[src/rtl/sdram_boot_pkg.sv]
package sdram_boot_pkg;

    typedef enum logic [1:0] {
        CMD_NOP = 2'd0,
        CMD_PRE = 2'd1,
        CMD_REF = 2'd2,
        CMD_MRS = 2'd3
    } sd_cmd_e;

    typedef enum logic [2:0] {
        ST_IDLE    = 3'd0,
        ST_PWAIT   = 3'd1,
        ST_GAP_PRE = 3'd2,
        ST_GAP_REF = 3'd3,
        ST_GAP_MRS = 3'd4,
        ST_DONE    = 3'd5
    } seq_st_e;

    typedef struct packed {
        logic cs_n;
        logic ras_n;
        logic cas_n;
        logic we_n;
    } sd_pins_t;

endpackage

[src/rtl/sdram_boot_timer.sv]
module sdram_boot_timer #(
    parameter int WAIT_CYC = 25000
) (
    input  logic clk,
    input  logic rst_n,
    output logic done
);
    localparam int CNT_W = $clog2(WAIT_CYC + 1);
    localparam logic [CNT_W-1:0] LIMIT = CNT_W'(WAIT_CYC);

    logic [CNT_W-1:0] cnt_d, cnt_q;

    always_comb begin
        cnt_d = cnt_q;
        if (cnt_q != LIMIT) cnt_d = cnt_q + 1'b1;
    end

    always_ff @(posedge clk or negedge rst_n) begin
        if (!rst_n) cnt_q <= '0;
        else        cnt_q <= cnt_d;
    end

    assign done = (cnt_q == LIMIT);

    AST_TIMER_SAT: assert property (@(posedge clk) disable iff (!rst_n)
        done |=> done);

endmodule

[src/rtl/sdram_boot_mode.sv]
module sdram_boot_mode #(
    parameter int ADDR_W = 13,
    parameter int CL_W   = 3
) (
    input  logic [CL_W-1:0]   cas_lat,
    output logic [ADDR_W-1:0] mode_word
);
    localparam int CL_LSB  = 4;
    localparam int WB_BIT  = 9;

    always_comb begin
        mode_word = '0;
        for (int i = 0; i < CL_W; i++) begin
            mode_word[CL_LSB + i] = cas_lat[i];
        end
        mode_word[WB_BIT] = 1'b1;
    end

endmodule

[src/rtl/sdram_boot_pins.sv]
module sdram_boot_pins
    import sdram_boot_pkg::*;
#(
    parameter int ADDR_W = 13,
    parameter int BA_W   = 2
) (
    input  logic              clk,
    input  logic              rst_n,
    input  sd_cmd_e           cmd_i,
    input  logic [ADDR_W-1:0] addr_i,
    output logic              cs_n,
    output logic              ras_n,
    output logic              cas_n,
    output logic              we_n,
    output logic [ADDR_W-1:0] addr_o,
    output logic [BA_W-1:0]   ba_o
);
    typedef struct packed {
        sd_pins_t          pins;
        logic [ADDR_W-1:0] addr;
    } pin_reg_t;

    localparam sd_pins_t P_NOP = '{cs_n: 1'b0, ras_n: 1'b1, cas_n: 1'b1, we_n: 1'b1};

    pin_reg_t pr_d, pr_q;

    always_comb begin
        pr_d.addr = addr_i;
        unique case (cmd_i)
            CMD_PRE: pr_d.pins = '{cs_n: 1'b0, ras_n: 1'b0, cas_n: 1'b1, we_n: 1'b0};
            CMD_REF: pr_d.pins = '{cs_n: 1'b0, ras_n: 1'b0, cas_n: 1'b0, we_n: 1'b1};
            CMD_MRS: pr_d.pins = '{cs_n: 1'b0, ras_n: 1'b0, cas_n: 1'b0, we_n: 1'b0};
            default: begin
                pr_d.pins = P_NOP;
                pr_d.addr = '0;
            end
        endcase
    end

    always_ff @(posedge clk or negedge rst_n) begin
        if (!rst_n) begin
            pr_q.pins <= P_NOP;
            pr_q.addr <= '0;
        end else begin
            pr_q <= pr_d;
        end
    end

    assign cs_n   = pr_q.pins.cs_n;
    assign ras_n  = pr_q.pins.ras_n;
    assign cas_n  = pr_q.pins.cas_n;
    assign we_n   = pr_q.pins.we_n;
    assign addr_o = pr_q.addr;
    assign ba_o   = '0;

    AST_PRE_A10: assert property (@(posedge clk) disable iff (!rst_n)
        (!cs_n && !ras_n && cas_n && !we_n) |-> (addr_o[10] && $countones(addr_o) == 1));

    AST_REF_ZERO_ADDR: assert property (@(posedge clk) disable iff (!rst_n)
        (!cs_n && !ras_n && !cas_n && we_n) |-> (addr_o == '0));

endmodule

[src/rtl/sdram_boot_seq.sv]
module sdram_boot_seq
    import sdram_boot_pkg::*;
#(
    parameter int CLK_MHZ = 250,
    parameter int PWR_US  = 100,
    parameter int T_RP    = 5,
    parameter int T_RFC   = 18,
    parameter int T_MRD   = 2,
    parameter int N_REF   = 8,
    parameter int ADDR_W  = 13,
    parameter int BA_W    = 2,
    parameter int CL_W    = 3
) (
    input  logic              clk,
    input  logic              rst_n,
    input  logic              init_req,
    input  logic              wr_valid,
    input  logic [CL_W-1:0]   cas_lat,
    output logic              wr_ack,
    output logic              init_active,
    output logic              sd_cs_n,
    output logic              sd_ras_n,
    output logic              sd_cas_n,
    output logic              sd_we_n,
    output logic [ADDR_W-1:0] sd_addr,
    output logic [BA_W-1:0]   sd_ba
);
    localparam int WAIT_CYC = CLK_MHZ * PWR_US;
    localparam int GAP_MAX  = (T_RFC > T_RP) ? ((T_RFC > T_MRD) ? T_RFC : T_MRD)
                                             : ((T_RP  > T_MRD) ? T_RP  : T_MRD);
    localparam int GAP_W    = $clog2(GAP_MAX + 1);
    localparam int REF_W    = $clog2(N_REF + 1);

    localparam logic [GAP_W-1:0] GAP_RP  = GAP_W'(T_RP - 1);
    localparam logic [GAP_W-1:0] GAP_RFC = GAP_W'(T_RFC - 1);
    localparam logic [GAP_W-1:0] GAP_MRD = GAP_W'(T_MRD - 1);
    localparam logic [REF_W-1:0] REF_LAST = REF_W'(N_REF - 1);

    typedef struct packed {
        seq_st_e          st;
        logic [GAP_W-1:0] gap;
        logic [REF_W-1:0] nref;
        logic             ack;
        logic             active;
    } seq_t;

    seq_t              s_d, s_q;
    sd_cmd_e           cmd;
    logic [ADDR_W-1:0] cmd_addr;
    logic [ADDR_W-1:0] mode_word;
    logic              pwr_done;

    sdram_boot_timer #(.WAIT_CYC(WAIT_CYC)) u_timer (
        .clk   (clk),
        .rst_n (rst_n),
        .done  (pwr_done)
    );

    sdram_boot_mode #(.ADDR_W(ADDR_W), .CL_W(CL_W)) u_mode (
        .cas_lat   (cas_lat),
        .mode_word (mode_word)
    );

    always_comb begin
        s_d      = s_q;
        s_d.ack  = 1'b0;
        cmd      = CMD_NOP;
        cmd_addr = '0;
        unique case (s_q.st)
            ST_IDLE: begin
                if (wr_valid && init_req && !s_q.active) s_d.st = ST_PWAIT;
            end
            ST_PWAIT: begin
                if (pwr_done) begin
                    cmd          = CMD_PRE;
                    cmd_addr[10] = 1'b1;
                    s_d.gap      = GAP_RP;
                    s_d.st       = ST_GAP_PRE;
                end
            end
            ST_GAP_PRE: begin
                if (s_q.gap == '0) begin
                    cmd      = CMD_REF;
                    s_d.gap  = GAP_RFC;
                    s_d.nref = '0;
                    s_d.st   = ST_GAP_REF;
                end else begin
                    s_d.gap = s_q.gap - 1'b1;
                end
            end
            ST_GAP_REF: begin
                if (s_q.gap == '0) begin
                    if (s_q.nref == REF_LAST) begin
                        cmd      = CMD_MRS;
                        cmd_addr = mode_word;
                        s_d.gap  = GAP_MRD;
                        s_d.st   = ST_GAP_MRS;
                    end else begin
                        cmd      = CMD_REF;
                        s_d.gap  = GAP_RFC;
                        s_d.nref = s_q.nref + 1'b1;
                    end
                end else begin
                    s_d.gap = s_q.gap - 1'b1;
                end
            end
            ST_GAP_MRS: begin
                if (s_q.gap == '0) begin
                    s_d.st     = ST_DONE;
                    s_d.ack    = 1'b1;
                    s_d.active = 1'b1;
                end else begin
                    s_d.gap = s_q.gap - 1'b1;
                end
            end
            default: begin
                s_d.st = ST_DONE;
            end
        endcase
    end

    always_ff @(posedge clk or negedge rst_n) begin
        if (!rst_n) begin
            s_q.st     <= ST_IDLE;
            s_q.gap    <= '0;
            s_q.nref   <= '0;
            s_q.ack    <= 1'b0;
            s_q.active <= 1'b0;
        end else begin
            s_q <= s_d;
        end
    end

    sdram_boot_pins #(.ADDR_W(ADDR_W), .BA_W(BA_W)) u_pins (
        .clk    (clk),
        .rst_n  (rst_n),
        .cmd_i  (cmd),
        .addr_i (cmd_addr),
        .cs_n   (sd_cs_n),
        .ras_n  (sd_ras_n),
        .cas_n  (sd_cas_n),
        .we_n   (sd_we_n),
        .addr_o (sd_addr),
        .ba_o   (sd_ba)
    );

    assign wr_ack      = s_q.ack;
    assign init_active = s_q.active;

    AST_CMD_AFTER_WAIT: assert property (@(posedge clk) disable iff (!rst_n)
        (cmd != CMD_NOP) |-> pwr_done);

    AST_REF_BOUND: assert property (@(posedge clk) disable iff (!rst_n)
        (s_q.nref <= REF_LAST));

    AST_MRS_FIELDS: assert property (@(posedge clk) disable iff (!rst_n)
        (!sd_cs_n && !sd_ras_n && !sd_cas_n && !sd_we_n)
            |-> (sd_addr[2:0] == 3'b000 && !sd_addr[3] && sd_addr[9] && sd_ba == '0));

    AST_UNARMED_NO_ACK: assert property (@(posedge clk) disable iff (!rst_n)
        (s_q.st == ST_IDLE && !init_req) |=> !wr_ack);

    AST_ACK_PULSE: assert property (@(posedge clk) disable iff (!rst_n)
        wr_ack |=> !wr_ack);

    AST_ACTIVE_STICKY: assert property (@(posedge clk) disable iff (!rst_n)
        init_active |=> init_active);

    AST_ACTIVE_WITH_ACK: assert property (@(posedge clk) disable iff (!rst_n)
        $rose(init_active) |-> wr_ack);

    AST_DONE_QUIET: assert property (@(posedge clk) disable iff (!rst_n)
        (s_q.st == ST_DONE) |-> (cmd == CMD_NOP && !s_d.ack));

endmodule

[config.mk]
export PLATFORM = sky130hd
export DESIGN_NAME = sdram_boot_seq
export DESIGN_NICKNAME = d
export VERILOG_FILES = /design/src/rtl/sdram_boot_pkg.sv /design/src/rtl/sdram_boot_timer.sv /design/src/rtl/sdram_boot_mode.sv /design/src/rtl/sdram_boot_pins.sv /design/src/rtl/sdram_boot_seq.sv
export SDC_FILE = /design/constraint.sdc
export NUM_CORES = 1
export LEC_CHECK = 0
export ABC_AREA = 1
export BUFFER_PORTS_ARGS = -buffer_cell sky130_fd_sc_hd__buf_2
export CAP_MARGIN = 20
export CORE_UTILIZATION = 25
export DETAILED_ROUTE_END_ITERATION = 8
export PLACE_DENSITY = 0.5
export SYNTH_ARGS = -nofsm -noshare
export SYNTH_HDL_FRONTEND = slang
export SYNTH_SLANG_ARGS = --single-unit
[constraint.sdc]
create_clock -name clk -period 1.6 [get_ports clk]
set_input_delay 0 -clock clk [delete_from_list [all_inputs] [get_ports clk]]
set_output_delay 0 -clock clk [all_outputs]
set_load 0.05 [all_outputs]
# ---- After elaboration in Yosys (flattened, before gate mapping)
# Cells that the tools add are included.
dict set report word_totals {
  elab_cells 74
  regBits 45
  in_bits 7
}
dict set report op_classes {
  n_mux 31
  n_eq_ne 18
  n_addsub 3
  reduce_logical 12
}
# operator n
set ops {}
lappend ops {{$mux 10} 3}
lappend ops {{$mux 5} 4}
lappend ops {{$pmux 5 s4} 1}
lappend ops {{$ne 2x2->1 const B} 8}
lappend ops {{$add 15x1->15 const B} 1}
lappend ops {{$eq 15x15->1 const B} 1}
lappend ops {{$mux 3} 5}
lappend ops {{$ne 15x15->1 const B} 1}
lappend ops {{$pmux 3 s5} 1}
lappend ops {{$mux 13} 1}
lappend ops {{$mux 4} 3}
lappend ops {{$mux 2} 5}
lappend ops {{$pmux 3 s3} 1}
lappend ops {{$mux 8} 1}
lappend ops {{$pmux 4 s2} 1}
lappend ops {{$eq 3x2->1 const B} 2}
lappend ops {{$pmux 2 s3} 1}
lappend ops {{$reduce_and 6->1} 1}
lappend ops {{$logic_not 5->1} 1}
lappend ops {{$sub 5x1->5 const B} 1}
lappend ops {{$add 4x1->4 const B} 1}
lappend ops {{$eq 2x2->1 const B} 2}
lappend ops {{$eq 4x3->1 const B} 1}
lappend ops {{$reduce_and 4->1} 1}
lappend ops {{other kinds (13)} 16}

# ---- Depth between registers and ports, before layout
# Gate-level depths: netlist of run 1.
dict set report logic_depth {
  ltp_word 7
  mapped_depth 10
}

# ---- Hierarchy
# From an unflattened synthesis of run 1, not the netlist that was laid out.
dict set report unflattened {
  cells_unflattened 339
  hier_area_um2 2566.2
}
# module n_inst cells_per_inst seq_area_each_um2 area_each_um2
set by_module_without_submodules {}
lappend by_module_without_submodules {sdram_boot_seq 1 148 350.3 1009.7}
lappend by_module_without_submodules {sdram_boot_timer 1 126 375.4 893.4}
lappend by_module_without_submodules {sdram_boot_pins 1 50 404.1 558.0}
lappend by_module_without_submodules {sdram_boot_mode 1 15 0.0 105.1}

# ---- Worst setup path after synthesis of run 1
# No wires, ideal clock.
dict set report synth_timing {
  kind {reg-to-reg}
  from {register s_q[6] (netlist name)}
  to {register s_q[10] (netlist name)}
  n_path_buf 0
  path_stages_with_launch 10
  arrival_ns 1.267
  setup_slack_ns 0.216
  synth_period_minus_slack_ns 1.384
  cell_sequence {dfrtp_1 inv_1 ha_1 nand3_2 clkinv_2 o21bai_2 nand2_4 clkinv_2 nand2_1 nand2_1}
}
dict set report synth_via {
  elab_chain_len 3
  word_cells_on_any_way 8
  cone_classes {1 x add/sub; 1 x eq/ne; 4 x mux; 2 x reduce/logical}
}
# element line_no
set synth_rtl {}
lappend synth_rtl {{start, declared} sdram_boot_seq.sv:47} ;# seq_t s_d, s_q;
lappend synth_rtl {{$sub 5x1->5 or $logic_not 5->1 (tied branches)} --}
lappend synth_rtl {{$mux 5 (tied with other cells)} sdram_boot_seq.sv:108} ;# if (s_q.gap == '0) begin
lappend synth_rtl {{$pmux 5 s4 or $reduce_and 3->1 (tied branches)} --}
# Several ways; a longest one is shown, not always the timed one. The select of a mux whose other input is x is not followed.
# A chain may end at the register's enable or synchronous reset.

# ---- Worst setup path in the final report of run 1
# Same ends and word-level chain as after synthesis.

==> metrics.csv, run 1 <==
metric,value,unit
outcome,completed,
final setup vio count,0,
clk sinks,37,
Syn Inst Count,236,
Area Growth Syn to Fin,17.9,%
WP data required,1.78,ns
fillcell total,816,
CTS tree,yes,
pre-CTS WS,0.106,ns
DR vias,1465,
H-Tree Depth,2,
DR DRC count,0,
"most common cell after layout, fill and taps aside",nand2_1,
placed cells,356,
max cap viols,0,
final core occ,30.7,%
Yosys reg bits,37,
r2r startpoint,s_q[6],
Hold WC Path Type,input pin to async pin,
Tmin final,1.45,ns
Die Wd,91.9,um
I/O Buffers,16,
Worst Path Arrival,1.63,ns
DRT antenna net count,0,
wire per inst,10.0,um
share of cells above drive strength 1,24.0,%
Sw Share,23.2,%
row count,32,
post-DP HPWL,2740,um
top-level I/O count,28,
"area leader, netlist",dfrtp_1,
Yosys cell types,31,
All-Layer GR Usage,9.70,%
crit-path cells,"inv_1, ha_2, buf_4, nand2_1, nor2_1, nand3_1, nand3_1, nand3_1, nand2_1, nand2_1",
Achievable Freq,0.688,GHz
first drt pass iteration count,4,
switching pwr,393,uW
maximum number of pins on one net before global-route repair,38,
Pins Over Slew Limit,0,
diode count,0,
Congestion Overflow GR,0,
Clk pwr share,39.2,%
"Slowest-stage cell, CP",dfrtp_1,
TritonCTS Buffers,5,
R2R Path End,s_q[10],
vias in the first global route,1423,
initial DRC count,57,
R2R depth,10,
final wirelength,3690,um
initial antenna violation count,0,
Leakage,0.00117,uW
Yosys top cell area share,42.1,%
"Seq/Total Area, Yosys",46.0,%
Finished Layout Cells,369,
vias per std cell,3.97,
area of the die,8450,um2
final net count,277,
synthesized cell area,2020,um2
internal reg-to-reg setup slack,0.15,ns
Worst-Skew Late Latency,0.28,ns
crit path kind,flop to flop,
Initial Util,26.0,%
YS warnings,0,
Hold WS,0.203,ns
CP endpoint kind,flop,
worst-path fanout max,3,
final hold viol count,0,
core area,7770,um2
final period utilization,90.8,%
Syn Area/Cell,8.56,um2
crit-path max cell delay,0.38,ns
PnR worst setup slack,0.147,ns
Pint,1300,uW
worst-case clock skew,0.00322,ns
clock root buffer,clkbuf_8,
largest cells by area after synthesis,"dfrtp_1 42%, nand2_1 8.2%, xor2_1 6.5%",
Startpoint Class,flop,
Comb pwr share,5.7,%
Die H,91.9,um
Reg power frac,55.1,%
peak supply drop,0.231,mV
"commonest cells after routing, fill and taps aside","44 x nand2_1, 34 x dfrtp_1, 31 x inv_1, 19 x nor2_1, 17 x nand3_1",
Power Dens Cells,712,nW/um2
"Reg clk slew, reported paths",0.07,ns
RD Place Congestion,0.742,
worst-case clock buffer depth,2,
first-pass GRT wire length,6460,um
-- logic make-up (layout without fill, tap and decap cells) --
kind of cell	Yosys count	count (layout)	share of synthesized area, %
AO/OA/AOI/OAI	16	16	4.71
XOR/XNOR	16	16	6.94
adder cells (fa/ha/maj)	4	4	2.48
buffers and inverters	48	69	11.1
flip-flops	37	37	46.0
other	1	11	0.186
AND/OR/NAND/NOR	114	114	28.5
-- critical path: cells and delay by family (launching register included) --
family                     cells  cell delay, ns
DFF                            1            0.38
and+or+nand+nor                7            0.51
buffers and inverters          2            0.23
adders and majority gates      1            0.22
-- per-stage QoR --
stage	setup TNS, ns	instance area, um2	total power [uW]
floorplan	0	2060	1030
global placement	0	2220	1040
detailed placement	0	2220	1040
CTS	0	2350	1740
global route	-0.00114	2380	1780
finish	0	2380	1700
-- sequential cells by signal (all words and copies together), names as in the netlist --
register,count
init_active,1
s_q,12
u_pins.addr_o,5
u_pins.cas_n,1
u_pins.ras_n,1
u_pins.we_n,1
u_timer.cnt_q,15
wr_ack,1
-- worst max path at each step --
stage                                start           end  slack (ns)  cells after the start
after global placement              s_q[6]  u_pins.ras_n        0.09                      7
after CTS                 u_timer.cnt_q[0]        s_q[7]        0.09                      9
after detailed placement            s_q[6]       s_q[10]        0.11                      9
final                               s_q[6]       s_q[10]        0.15                     10
after global routing                s_q[6]       s_q[10]      -0.001                     10
after floorplan                     s_q[6]       s_q[10]        0.22                      9
-- Yosys cell counts --
| master | number |
|---|---|
| nand4_1 | 2 |
| a21oi_2 | 1 |
| nor3_2 | 1 |
| xor2_1 | 15 |
| conb_1 | 1 |
| a21oi_1 | 6 |
| nor2_1 | 19 |
| dfrtp_1 | 34 |
| a31oi_1 | 1 |
| nand3b_1 | 2 |
| nand2_2 | 10 |
| ha_1 | 4 |
| buf_4 | 11 |
| xnor2_1 | 1 |
| inv_1 | 31 |
| nor2_2 | 5 |
| nand2_1 | 44 |
| nor3_1 | 5 |
| o21ai_1 | 2 |
| nor4_1 | 1 |
| nor3_4 | 1 |
| o21bai_2 | 1 |
| o21ai_2 | 1 |
| nor2_4 | 1 |
| o21ai_0 | 4 |
| nand2_4 | 4 |
| clkinv_2 | 3 |
| nand3_2 | 2 |
| inv_2 | 3 |
| dfstp_2 | 3 |
| nand3_1 | 17 |
-- routing by layer --
| metal | track usage [%] | part of all wire [%] | routed length [um] | vias to the layer above |
|---|---|---|---|---|
| li1 | - | - | - | 763 |
| met5 | 0 | 0 | 0 | - |
| met1 | 12.6 | 51 | 1880 | 669 |
| met4 | 4.30 | 1.2 | 46 | 0 |
| met3 | 2.24 | 3.1 | 115 | 4 |
| met2 | 15.3 | 45 | 1650 | 29 |
-- final cells by class --
class	instances	area, um2	share of cell area (%)
flip-flops and latches	37	930	39.0
multi-input cells	161	928	39.0
repair buffers	24	163	6.83
inverters	37	144	6.04
well taps	102	128	5.36
clock buffers	8	90.1	3.78
-- power by group through the flow --
stage | Combinational, uW | Sequential (uW) | Clock (uW)
CTS | 98.6 | 935 | 703
global route | 104 | 934 | 743
finish | 96.0 | 935 | 666
floorplan | 79.0 | 953 | 0
detailed placement | 91.2 | 953 | 0
global placement | 91.1 | 953 | 0
-- what timing repair did --
action | CTS | global route
endpoints found under the setup margin | 0 | 9
hold buffers | 4 | 0
endpoints found under the hold margin | 40 | 0
gates resized for setup | 0 | 5
buffers inserted | 0 | 1
No activity file was read; power rests on OpenSTA's default activity.
==> run 2, diff against run 1 <==
--- a/config.mk
+++ b/config.mk
@@ -10,7 +10,7 @@
 export CAP_MARGIN = 20
 export CORE_UTILIZATION = 25
 export DETAILED_ROUTE_END_ITERATION = 8
-export PLACE_DENSITY = 0.5
+export PLACE_DENSITY = 0.4
 export SYNTH_ARGS = -nofsm -noshare
 export SYNTH_HDL_FRONTEND = slang
 export SYNTH_SLANG_ARGS = --single-unit
==> metrics.csv, run 2 (same netlist as run 1, synthesis figures left out) <==
metric,value,unit,change
outcome,completed,,
Achievable Freq,0.694,GHz,+0.92%
I/O Buffers,16,,unchanged
Hold WC Path Type,input pin to async pin,,
share of cells above drive strength 1,25.2,%,+1.2 points
first-pass GRT wire length,6800,um,+5.2%
crit-path cells,"inv_1, ha_1, nand3_2, clkinv_2, o21bai_2, nand2_4, clkinv_2, nand2_1, nand2_1",,
Pins Over Slew Limit,0,,unchanged
vias per std cell,3.91,,-1.5%
Startpoint Class,flop,,
Area Growth Syn to Fin,19.1,%,
H-Tree Depth,2,,unchanged
clk sinks,37,,unchanged
initial DRC count,57,,unchanged
max cap viols,0,,unchanged
All-Layer GR Usage,10.5,%,+0.77 points
DRT antenna net count,0,,unchanged
Congestion Overflow GR,0,,unchanged
final net count,280,,+1.1%
CTS tree,yes,,
Leakage,0.00121,uW,+3.3%
final core occ,31.0,%,+0.32 points
post-DP HPWL,2940,um,+7.1%
core area,7770,um2,unchanged
"most common cell after layout, fill and taps aside",nand2_1,,
CP endpoint kind,flop,,
"Slowest-stage cell, CP",dfrtp_1,,
Die H,91.9,um,unchanged
total power,1880,uW,+11%
"commonest cells after routing, fill and taps aside","44 x nand2_1, 34 x dfrtp_1, 31 x inv_1, 19 x nor2_1, 17 x nand3_1",,
final setup vio count,0,,unchanged
crit path kind,flop to flop,,
top-level I/O count,28,,unchanged
Worst Path Arrival,1.62,ns,about the same
WP data required,1.78,ns,about the same
Tmin final,1.44,ns,-0.0132 ns
vias in the first global route,1401,,-1.5%
Hold WS,0.183,ns,-0.0203 ns
area of the die,8450,um2,unchanged
worst-case clock skew,0.00827,ns,+0.00505 ns
Worst-Skew Late Latency,0.29,ns,about the same
Largest register FFs,15,,unchanged
row count,32,,unchanged
TritonCTS Buffers,5,,unchanged
maximum number of pins on one net before global-route repair,22,,-42%
DR vias,1455,,-0.68%
Die Wd,91.9,um,unchanged
initial antenna violation count,0,,unchanged
clock root buffer,clkbuf_8,,
first drt pass iteration count,4,,unchanged
diode count,0,,unchanged
unrepaired setup endpoints after global routing,no,,
worst-case clock buffer depth,2,,unchanged
Final TNS setup,0,ns,unchanged
largest reg by FF count,u_timer.cnt_q,,
fillcell total,826,,+1.2%
final wirelength,3830,um,+3.7%
RD Place Congestion,0.745,,+0.32%
crit-path max cell delay,0.38,ns,about the same
worst-path fanout max,7,,+4
wire per inst,10.3,um,+2.8%
final period utilization,90.0,%,-0.82 points
DR DRC count,0,,unchanged
Initial Util,26.0,%,unchanged
Power Dens Cells,782,nW/um2,+9.7%
peak supply drop,0.407,mV,+76%
"Reg clk slew, reported paths",0.08,ns,about the same
final hold viol count,0,,unchanged
## run 2: changes by cell type in the layout (fill, tap and decap cells not counted), sizes merged
cell,delta
inv,-1
clkbuf,-1
buf,+3
clkinv,+1
bufinv,+1
## run 2: critical path, delay by kind of cell, from the launching register on
family / cells / cell delay (ns)
fa+ha+maj: 1 / 0.21
flops: 1 / 0.38
simple gates: 4 / 0.36
buf+inv: 3 / 0.29
compound gates: 1 / 0.09
## run 2: what timing repair did
item / 4_1_cts / 5_1_grt
hold buffers: 4 / 0
endpoints found under the setup margin: 0 / 8
endpoints found under the hold margin: 21 / 0
resized for setup: 0 / 3
buffers inserted: 0 / 1
## run 2: routing by layer
metal  vias up  global-route usage [%]  part of all wire (%)
met1       648                    15.4                    54
met4         0                    4.69                   1.8
met5         -                       0                     0
met2        23                    14.4                    41
li1        779                       -                     -
met3         5                    2.24                   3.3
## run 2: area by class of cell
class | count | area [um2] | share of cell area, %
clock inverter | 1 | 30.0 | 1.25
inverter | 37 | 143 | 5.93
timing repair buffer | 27 | 173 | 7.17
clock buffer | 7 | 86.3 | 3.59
tap | 102 | 128 | 5.30
sequential | 37 | 930 | 38.6
multi-input combinational | 161 | 918 | 38.1
## run 2: final timing paths
| check | end | start | slack (ns) | cells after the start |
|---|---|---|---|---|
| worst max register to register | s_q[10] | s_q[6] | 0.16 | 9 |
| worst min register to register | s_q[6] | s_q[6] | 0.49 | 2 |
| worst max-delay path | s_q[10] | s_q[6] | 0.16 | 9 |
| min in group clk | s_q[12] | wr_valid | 0.22 | 7 |
| max in group asynchronous | u_pins.cas_n | rst_n | 0.81 | 3 |
| worst min-delay path | u_pins.addr_o[4] | rst_n | 0.18 | 2 |
## run 2: per-stage QoR
step,instances,area [um2],worst slack [ns]
after floorplan,246,2060,0.216
after global placement,359,2230,0.103
after detailed placement,359,2230,0.0997
after CTS,371,2380,0.0764
after global routing,372,2410,0.0116
final,372,2410,0.160
## run 2: where the power goes
group	switching (uW)	total (uW)	internal (uW)
Sequential	0	935	935
Clock	344	852	509
Combinational	79.0	94.6	15.6
Total	423	1880	1460
==> run 3, diff against run 2 <==
==> constraint.sdc (replaced) <==
create_clock -name clk -period 1.6 [get_ports clk]
set_input_delay 0.16 -clock clk [delete_from_list [all_inputs] [get_ports clk]]
set_output_delay 0.16 -clock clk [all_outputs]
set_load 0.05 [all_outputs]
==> metrics.csv, run 3 (same netlist as run 1, synthesis figures left out) <==
metric,value,unit,change
RD Place Congestion,0.750,,+0.74%
CP endpoint kind,flop,,
Die H,91.9,um,unchanged
wire per inst,10.9,um,+5.5%
Startpoint Class,flop,,
final wirelength,3980,um,+4.0%
Tmin final,1.47,ns,+0.0262 ns
Comb pwr share,4.9,%,about the same
"most common cell after layout, fill and taps aside",nand2_1,,
clk sinks,37,,unchanged
DR DRC count,0,,unchanged
first drt pass iteration count,4,,unchanged
worst path bufs/invs,2,,-1
Reg power frac,51.2,%,+1.5 points
Final TNS setup,0,ns,unchanged
"Slowest-stage cell, CP",dfrtp_1,,
Leakage,0.00119,uW,-1.6%
share of cells above drive strength 1,25.3,%,+0.098 points
Initial Util,26.0,%,unchanged
worst-case clock skew,0.00310,ns,-0.00517 ns
Power Dens Cells,771,nW/um2,-1.4%
Achievable Freq,0.682,GHz,-1.8%
crit path kind,flop to flop,,
peak supply drop,0.267,mV,-34%
I/O Buffers,16,,unchanged
outcome,completed,,
Clk pwr share,43.9,%,-1.4 points
All-Layer GR Usage,10.5,%,+0.028 points
row count,32,,unchanged
largest reg by FF count,u_timer.cnt_q,,
first-pass GRT wire length,6810,um,+0.21%
Area Growth Syn to Fin,17.1,%,
core area,7770,um2,unchanged
diode count,0,,unchanged
PnR worst setup slack,0.134,ns,-0.0262 ns
clock root buffer,clkbuf_8,,
crit-path cells,"inv_1, ha_1, buf_4, nand2_1, nor2_1, nand3_1, nand3_1, nand3_1, nand2_1, nand2_1",,
switching pwr,425,uW,+0.60%
DR vias,1460,,+0.34%
crit-path max cell delay,0.38,ns,about the same
H-Tree Depth,2,,unchanged
final period utilization,91.6,%,+1.6 points
Pint,1400,uW,-4.1%
Largest register FFs,15,,unchanged
initial antenna violation count,0,,unchanged
top-level I/O count,28,,unchanged
worst-case clock buffer depth,2,,unchanged
Pins Over Slew Limit,0,,unchanged
WP data required,1.78,ns,about the same
Hold WC Path Type,input pin to flop,,
final net count,276,,-1.4%
CTS tree,yes,,
unrepaired setup endpoints after global routing,no,,
post-DP HPWL,3100,um,+5.7%
initial DRC count,61,,+7.0%
vias in the first global route,1397,,-0.29%
Die Wd,91.9,um,unchanged
fillcell total,832,,+0.73%
postcts setup bufs,0,,unchanged
Sw Share,23.3,%,+0.85 points
final hold viol count,0,,unchanged
worst-path fanout max,3,,-4
Worst-Skew Late Latency,0.29,ns,about the same
pre-CTS WS,0.0969,ns,-0.00283 ns
"commonest cells after routing, fill and taps aside","44 x nand2_1, 34 x dfrtp_1, 31 x inv_1, 18 x nor2_1, 17 x nand3_1",,
DRT antenna net count,0,,unchanged
area of the die,8450,um2,unchanged
max cap viols,0,,unchanged
CP top delay family,simple AND/OR/NAND/NOR gates,,
TritonCTS Buffers,5,,unchanged
Worst Path Arrival,1.65,ns,+0.03 ns
Congestion Overflow GR,0,,unchanged
final setup vio count,0,,unchanged
"Reg clk slew, reported paths",0.08,ns,about the same
vias per std cell,3.98,,+1.7%
maximum number of pins on one net before global-route repair,17,,-23%
-- run 3: cell types whose count changed in the layout (fill, tap and decap cells not counted), sizes merged --
cell / change
dlygate4sd3: -3
buf: -1
inv: +1
clkbuf: -2
-- run 3: final cells by class --
cell class	instances	area, um2	area share [%]
inverters	37	144	6.08
clock buffers	5	68.8	2.91
repair buffers	23	135	5.71
clock inverters	2	35.0	1.48
flip-flops and latches	37	930	39.3
multi-input cells	161	926	39.1
well taps	102	128	5.39
-- run 3: tightest hold or removal path, delay by kind of cell --
kind	cells	cell delay (ns)
buffers and inverters	2	0.14
and+or+nand+nor	1	0.03
-- run 3: worst paths after layout --
path / startpoint / to / slack (ns) / depth (start not counted)
setup / recovery: s_q[6] / s_q[10] / 0.13 / 10
min in group asynchronous: rst_n / u_timer.cnt_q[4] / 0.31 / 2
hold reg to reg: s_q[6] / s_q[6] / 0.49 / 2
setup reg to reg: s_q[6] / s_q[10] / 0.13 / 10
hold / removal: cas_lat[1] / u_pins.addr_o[5] / 0.07 / 3
max in group asynchronous: rst_n / u_pins.we_n / 0.72 / 3
-- run 3: layer usage --
layer	global-route usage, %	vias to the layer above	share of wire (%)
li1	-	766	-
met1	15.2	667	53
met2	14.4	25	41
met3	3.40	2	4.8
met4	3.52	0	0.73
met5	0	-	0
-- run 3: through the flow --
stage | cell area (um2) | utilization, % | cells | hold slack (ns) | total power, uW
after floorplan | 2060 | - | 246 | -0.136 | 1030
after global placement | 2230 | 28.7 | 359 | 0.0953 | 1040
after detailed placement | 2230 | 28.7 | 359 | 0.0960 | 1040
after CTS | 2340 | 30.2 | 367 | 0.0648 | 1860
after global routing | 2370 | 30.5 | 367 | 0.0686 | 1900
final | 2370 | 30.5 | 367 | 0.0740 | 1820
-- run 3: what timing repair did --
action	4_1_cts	5_1_grt
setup endpoints to repair	0	7
gates resized for setup	0	5
hold buffers	1	0
endpoints found under the hold margin	14	0
-- run 3: power groups by stage --
| stage | logic [uW] | clock network (uW) | registers [uW] |
|---|---|---|---|
| final | 89.4 | 800 | 935 |
| after global routing | 97.8 | 871 | 935 |
| after CTS | 91.5 | 829 | 935 |
| after detailed placement | 89.8 | 0 | 953 |
| after global placement | 89.3 | 0 | 953 |
| after floorplan | 79.0 | 0 | 953 |
